==> src/rtl/keyed_wdt.sv <==
module keyed_wdt #(
  parameter int          ADDR_W   = 5,
  parameter int          CNT_W    = 16,
  parameter int          PRE_W    = 8,
  parameter logic [15:0] KEY      = 16'h1234,
  parameter logic [15:0] RST_CFG  = 16'h0F00,
  parameter logic [15:0] RST_LOAD = 16'hFFFF
) (
  input  logic              clk,
  input  logic              rst_n,
  input  logic              tick_en,
  input  logic [ADDR_W-1:0] bus_addr,
  input  logic              bus_we,
  input  logic [31:0]       bus_wdata,
  output logic [31:0]       bus_rdata,
  output logic              rst_req
);
  localparam logic [ADDR_W-1:0] A_CFG   = ADDR_W'(5'h04);
  localparam logic [ADDR_W-1:0] A_LOAD  = ADDR_W'(5'h08);
  localparam logic [ADDR_W-1:0] A_REFR  = ADDR_W'(5'h18);
  localparam logic [ADDR_W-1:0] A_START = ADDR_W'(5'h1C);
  localparam logic [5:0]        RST_REF = 6'h15;

  logic [15:0]      cfg_q, load_q;
  logic [5:0]       refr_q;
  logic             en_q;
  logic [PRE_W-1:0] div_q, pre_q;
  logic [CNT_W-1:0] cnt_q;

  function automatic logic grp_flip(input logic [1:0] o, input logic [1:0] n);
    return (o == 2'd1 && n == 2'd2) || (o == 2'd2 && n == 2'd1);
  endfunction

  wire       wr_ok   = bus_we && (bus_wdata[31:16] == KEY);
  wire       wr_refr = wr_ok && (bus_addr == A_REFR);
  wire [5:0] ref_new = bus_wdata[5:0];
  wire       cfg_fire = wr_refr && grp_flip(refr_q[5:4], ref_new[5:4]);
  wire       rld_fire = wr_refr && grp_flip(refr_q[3:2], ref_new[3:2]);
  wire       ph_fire  = wr_refr && grp_flip(refr_q[1:0], ref_new[1:0]);
  wire       div_tick = en_q && tick_en && (pre_q == div_q);

  always_ff @(posedge clk or negedge rst_n) begin
    if (!rst_n) begin
      cfg_q  <= RST_CFG;
      load_q <= RST_LOAD;
      refr_q <= RST_REF;
      en_q   <= 1'b0;
    end else if (wr_ok) begin
      if (bus_addr == A_CFG)   cfg_q  <= bus_wdata[15:0];
      if (bus_addr == A_LOAD)  load_q <= bus_wdata[15:0];
      if (bus_addr == A_REFR)  refr_q <= ref_new;
      if (bus_addr == A_START) en_q   <= bus_wdata[0];
    end
  end

  always_ff @(posedge clk or negedge rst_n) begin
    if (!rst_n)        div_q <= RST_CFG[15:8];
    else if (cfg_fire) div_q <= cfg_q[15:8];
  end

  always_ff @(posedge clk or negedge rst_n) begin
    if (!rst_n)                             pre_q <= '0;
    else if (!en_q || ph_fire || cfg_fire)  pre_q <= '0;
    else if (tick_en)                       pre_q <= div_tick ? '0 : pre_q + 1'b1;
  end

  always_ff @(posedge clk or negedge rst_n) begin
    if (!rst_n) begin
      cnt_q   <= CNT_W'(RST_LOAD);
      rst_req <= 1'b0;
    end else begin
      rst_req <= div_tick && !rld_fire && (cnt_q == CNT_W'(1));
      if (rld_fire)                      cnt_q <= CNT_W'(load_q);
      else if (div_tick && cnt_q != '0)  cnt_q <= cnt_q - 1'b1;
    end
  end

  always_comb begin
    bus_rdata = '0;
    case (bus_addr)
      A_CFG:   bus_rdata[15:0] = cfg_q;
      A_LOAD:  bus_rdata[15:0] = load_q;
      A_REFR:  bus_rdata[5:0]  = refr_q;
      A_START: bus_rdata[0]    = en_q;
      default: bus_rdata = '0;
    endcase
  end

  p_key_guard_r1: assert property (@(posedge clk) disable iff (!rst_n)
    (bus_we && bus_wdata[31:16] != KEY) |=>
      ($stable(cfg_q) && $stable(load_q) && $stable(refr_q) && $stable(en_q)));

  p_div_staged_r3: assert property (@(posedge clk) disable iff (!rst_n)
    !(bus_we && bus_addr == A_REFR) |=> $stable(div_q));

  p_req_enabled_r5: assert property (@(posedge clk) disable iff (!rst_n)
    $rose(rst_req) |-> $past(en_q));

  p_req_pulse_r6: assert property (@(posedge clk) disable iff (!rst_n)
    rst_req |=> !rst_req);

  p_hold_zero_r6: assert property (@(posedge clk) disable iff (!rst_n)
    (cnt_q == '0 && !rld_fire) |=> (cnt_q == '0 && !rst_req));

  p_stop_freeze_r7: assert property (@(posedge clk) disable iff (!rst_n)
    (!en_q && !rld_fire) |=> $stable(cnt_q));

  p_reload_r9: assert property (@(posedge clk) disable iff (!rst_n)
    rld_fire |=> (cnt_q == CNT_W'($past(load_q))));
endmodule

==> config.mk <==
export PLATFORM = sky130hd
export DESIGN_NAME = keyed_wdt
export DESIGN_NICKNAME = d
export VERILOG_FILES = /design/src/rtl/keyed_wdt.sv
export SDC_FILE = /design/constraint.sdc
export NUM_CORES = 1
export LEC_CHECK = 0
export ABC_AREA = 1
export BUFFER_PORTS_ARGS = -buffer_cell sky130_fd_sc_hd__clkbuf_2
export CAP_MARGIN = 25
export CORE_MARGIN = 5
export CORE_UTILIZATION = 52
export CTS_CLUSTER_DIAMETER = 150
export DETAILED_ROUTE_END_ITERATION = 7
export PLACE_DENSITY = 0.89
export SLEW_MARGIN = 20
export SYNTH_ARGS = -nofsm -noshare
export SYNTH_HDL_FRONTEND = slang
export SYNTH_SLANG_ARGS = --single-unit
==> constraint.sdc <==
create_clock -name clk -period 1.7 [get_ports clk]
set_clock_uncertainty 0.2 [all_clocks]
set_input_delay 0.17 -clock clk [delete_from_list [all_inputs] [get_ports clk]]
set_output_delay 0.17 -clock clk [all_outputs]
set_load 0.005 [all_outputs]
**Word-level counts from Yosys, hierarchy flattened**

Cells that the tools add are included.

- $lt $le $gt $ge: 0
- Shift-type cells: 0
- Reductions and logical operators: 30
- Eq/ne operators: 19
- Bitwise gates (word level): 0
- Add/subtract/negate cells: 2
- Mux-type cells: 8
- Divide/modulo/power cells: 0
- $mul: 0

Operators by type and width:

| kind | count |
|---|---|
| 16-bit 2-to-1 mux | 2 |
| 8-bit 2-to-1 mux | 3 |
| 10-bit case mux with 2 select lines | 1 |
| 16-bit by 1-bit equality test with 1-bit output (second input constant) | 1 |
| 16-bit by 13-bit equality test with 1-bit output (second input constant) | 1 |
| 1-bit logical AND | 16 |
| 16-bit nonzero test | 1 |
| 16-bit by 1-bit subtractor with 16-bit output (second input constant) | 1 |
| 5-bit case mux with 3 select lines | 1 |
| 2-bit by 1-bit equality test with 1-bit output (second input constant) | 6 |
| 2-bit equality test (second input constant) | 6 |
| 5-bit equality test (second input constant) | 2 |
| 8-bit by 1-bit adder with 8-bit output (second input constant) | 1 |
| 8-bit equality test | 1 |
| 2-bit AND reduction | 4 |
| 5-bit by 3-bit equality test with 1-bit output (second input constant) | 1 |
| 5-bit by 4-bit equality test with 1-bit output (second input constant) | 1 |
| 1-bit logical OR | 5 |
| 1-bit case mux with 4 select lines | 1 |
| 2-bit nonzero test | 2 |
| 1-bit logical NOT | 2 |

- Bits of input ports: 41
- Output and inout port bits: 33
- Logic and storage cells: 67
- Bits in read-only memories: 0
- Memories: 0
- Register bits after elaboration: 72
- Bits in latches: 0
- Memory bits (writable): 0

**Depth between registers and ports, before layout**

- Depth after elaboration: 7
- Gate-level depth with buffers: 11

**Worst setup path before layout**

No wires, ideal clock.

- Kind: register to register
- From: reg div_q[0]
- To: reg cnt_q[10]
- Period minus slack after synthesis: 1.688 ns
- Slack: 0.012 ns
- Library setup time: 0.081 ns
- Cell stages (with the launch flop): 11
- Data required time: 1.419 ns
- Buffers on the path: 1
- Data arrival time: 1.407 ns
- Cells stage by stage: dfstp_2 inv_1 nand2_1 nand2_1 nor2_2 nand3_2 nor2_8 nand2_4 buf_8 nand3_2 nand3_2

- Longest elaborated chain between the ends: 4

RTL lines:

| item | line | source |
|---|---|---|
| start: declaration | 27 | `logic [PRE_W-1:0] div_q, pre_q;` |
| start signal: assignment | 57 | `if (!rst_n) div_q <= RST_CFG[15:8];` |
| start signal: assignment | 58 | `else if (cfg_fire) div_q <= cfg_q[15:8];` |
| 8-bit equality test | 40 | `wire div_tick = en_q && tick_en && (pre_q == div_q);` |
| 1-bit logical AND | 40 |  |
| 1-bit logical AND | 74 | `else if (div_tick && cnt_q != '0) cnt_q <= cnt_q - 1'b1;` |
| 2-bit nonzero test (no source line) | n/a |  |
| end signal: assignment | 69 | `cnt_q <= CNT_W'(RST_LOAD);` |
| end signal: assignment | 73 | `if (rld_fire) cnt_q <= CNT_W'(load_q);` |
| end signal: assignment | 74 |  |
| end: declaration | 28 | `logic [CNT_W-1:0] cnt_q;` |

No other way between the ends.
A chain may end at the register's enable or synchronous reset.

**Final worst setup path**

- From: reg div_q[2]
- To: reg cnt_q[5]

Same word-level chain as after synthesis.

==> metrics.cfg <==
[yosys]
yosys-top-cells-area = dfstp_2 (24%), dfrtp_1 (15%), nand2_1 (13%)
synth_common_cells = nand2_1 (161), inv_1 (70), nor2_1 (53)
synth_cell_types = 35
synthArstFlopShare_pct = 100
postSynthCellCount = 625
yosysSeqAreaShare_pct = 39.1
yosys.area.top_type = dfstp_2
synth.top_cell.area_share_pct = 23.8
syn_area_mm2 = 0.00474
synth-seq-cells = 72
synth_top_flop_cell = dfstp_2
synth-warning-count = 0
synth_area_per_cell_um2 = 7.59
yosysMostFrequentCell = nand2_1
synth_edf_count = 0

[floorplan]
die_h_um = 106
die-area_mm2 = 0.0111
rows = 34
io-pin-count = 74
core_mm2 = 0.00881
initial_core_util_pct = 53.9
fp.dieW_um = 106

[critical_path]
worstSetupStartpointType = flip-flop
crit_fanout = 15
crit_path_end_kind = flip-flop
crit_path_max_incr_delay_ns = 0.57
crit_path_cell_trace = xnor2_2, nand3_2, nor2_8, nand2_8, nand3_1, nand3_1
crit_family = simple AND/OR/NAND/NOR gates
cp_slowest_cell = dfstp_2
regToRegSetupSlack_ns = -0.12
crit_path_frequent_cell = nand3_1
cp.depth = 6
cp.buffers_inverters = 0
crit_required_ns = 1.79
r2r_end = cnt_q[5]
reg2reg_from = div_q[2]
cp.arrival_ns = 1.91
path_class = flip-flop to flip-flop
reg2reg_depth = 6

[drt]
route.layer.met1.wl_um = 5190
dr.pass1.iters = 5
vias = 4938
met3WireLength_um = 1360
wirelength_um = 14800
met2WireLength_um = 7460
routedWlPerCell_um = 17.5
drc = 0
drtAntennaViolNets = 0
drt_iter0_drc = 497
routed.top_layer = met4
viasPerCell = 5.84

[power]
irDropWorstVdd_mv = 0.582
power.switching_mw = 0.945
leakage_nw = 2.92
p_int_mw = 2.52
switching_share_pct = 27.3
share_comb_of_total_power_pct = 6.4
seqPwrFrac_pct = 49.6
cellPowerDensity_mw_per_mm2 = 583
pwr-share-clk_pct = 44.0

[timing]
holdWs_ns = 0.0319
drv_slew = 0
hold_viol_final = 0
finalSetupViolations = 22
setup_slack_ns = -0.124
rsz0062_at_grt = yes
fmax_mhz = 548
period_needed_ns = 1.82
timing.final.crit_share_pct = 107

[finish]
fin_area_mm2 = 0.00594
nets = 778
diodes = 0
fin_cells = 846
postLayoutCoreUtil_pct = 67.4
drive_gt1_share_pct = 35.6
syn2layout_area_growth_pct = 25.2

[place]
placement.cell_area_mm2 = 0.00529
hpwl_um = 9060
routabilityCongestion = 0.942
pre_cts_slack_ns = -0.0785
dpl.cell_count = 806
numPortBuffers = 57

[clocking]
cts_buffers = 9
clock_sinks = 72
cts.clk_slew.worst_paths_ns = 0.10
tritoncts = done
clk_latency_ns = 0.38
clockBufferDepth = 2
root_buffer = clkbuf_8
htree_levels = 3

[hold_path]
holdPathStages = 4
hp-start = tick_en
hold_end = pre_q[2]
hp-class = primary input to flip-flop

[run_status]
violations = setup timing
outcome = finished with violations

[flow_run]
maxCapViolCount = 0

[global_routing]
grt_max_degree = 73
grt_pass1_wl_um = 22900
grt.total_usage_pct = 25.1
grt_pass1_vias = 4876
gr-total-overflow = 0
antenna_found_initial = 0

worst min-delay path, delay by kind of cell:
kind | cells | cell delay, ns
AO/OA/AOI/OAI | 1 | 0.05
buffers and inverters | 2 | 0.27
AND/OR/NAND/NOR | 1 | 0.08
metal layers:
metal  up-vias  global-route usage (%)
met3        84                    5.38
li1       2206                       -
met4         0                    15.4
met1      2293                    28.6
met2       355                    43.1
met5         -                       0
what timing repair did:
item,CTS,global route
setup endpoints to repair,27,31
pin swaps,6,22
gates cloned,0,0
setup buffers,0,7
endpoints found under the hold margin,111,0
resized for setup,20,52
hold buffers,17,0
through the flow:
stage	setup TNS, ns	power [mW]
2_1_floorplan	0	1.84
3_3_place_gp	0	1.92
3_5_place_dp	-0.513	1.93
4_1_cts	-0.444	3.42
5_1_grt	-2.30	3.54
6_report	-0.863	3.46
placed cells by master (no fill, tap or decap), types with 11 or more instances in the layout:
cell and instances:
dlygate4sd3_1 17, conb_1 16, nor2_1 43, xor2_1 11
inv_2 17, buf_4 32, dfstp_2 43, nand2_2 18
o21ai_1 18, clkbuf_2 53, inv_1 60, nand3_2 22
nand3_1 46, nand4_1 31, dfrtp_1 28, nand2_1 148
o21ai_0 28
worst max path at each step:
| stage | start | endpoint | slack, ns |
|---|---|---|---|
| 3_3_place_gp | div_q[0] | cnt_q[3] | 0.005 |
| 2_1_floorplan | div_q[0] | cnt_q[10] | 0.01 |
| 6_report | div_q[2] | cnt_q[5] | -0.12 |
| 3_5_place_dp | cnt_q[9] | cnt_q[2] | -0.08 |
| 4_1_cts | div_q[3] | cnt_q[2] | -0.08 |
| 5_1_grt | pre_q[7] | cnt_q[5] | -0.16 |
layout make-up:
type,count,area [um^2]
clock buffers,9,124
inverters,79,299
multi-input cells,454,2570
well taps,108,135
repair buffers,117,863
fillers,588,2870
clock inverters,7,86.3
flip-flops and latches,72,1860
power groups by stage:
stage,clock [mW],sequential [mW],combinational (mW)
finish,1.52,1.72,0.222
global route,1.58,1.72,0.244
CTS,1.49,1.72,0.213
detailed placement,0,1.75,0.181
global placement,0,1.75,0.173
floorplan,0,1.75,0.0897
state kept, by name (all words and copies together), names as in the netlist:
| signal | cells |
|---|---|
| cfg_q | 16 |
| cnt_q | 16 |
| div_q | 8 |
| en_q | 1 |
| load_q | 16 |
| pre_q | 8 |
| refr_q | 6 |
| rst_req | 1 |
cells by family after synthesis:
kind of cell,synth area share (%)
AND/OR/NAND/NOR,36.2
AO/OA/AOI/OAI,8.83
buffers and inverters,11.8
other,0.0790
flip-flops,39.1
adder cells (fa/ha/maj),1.05
XOR/XNOR,2.95
(Power assumes the default switching activity.)
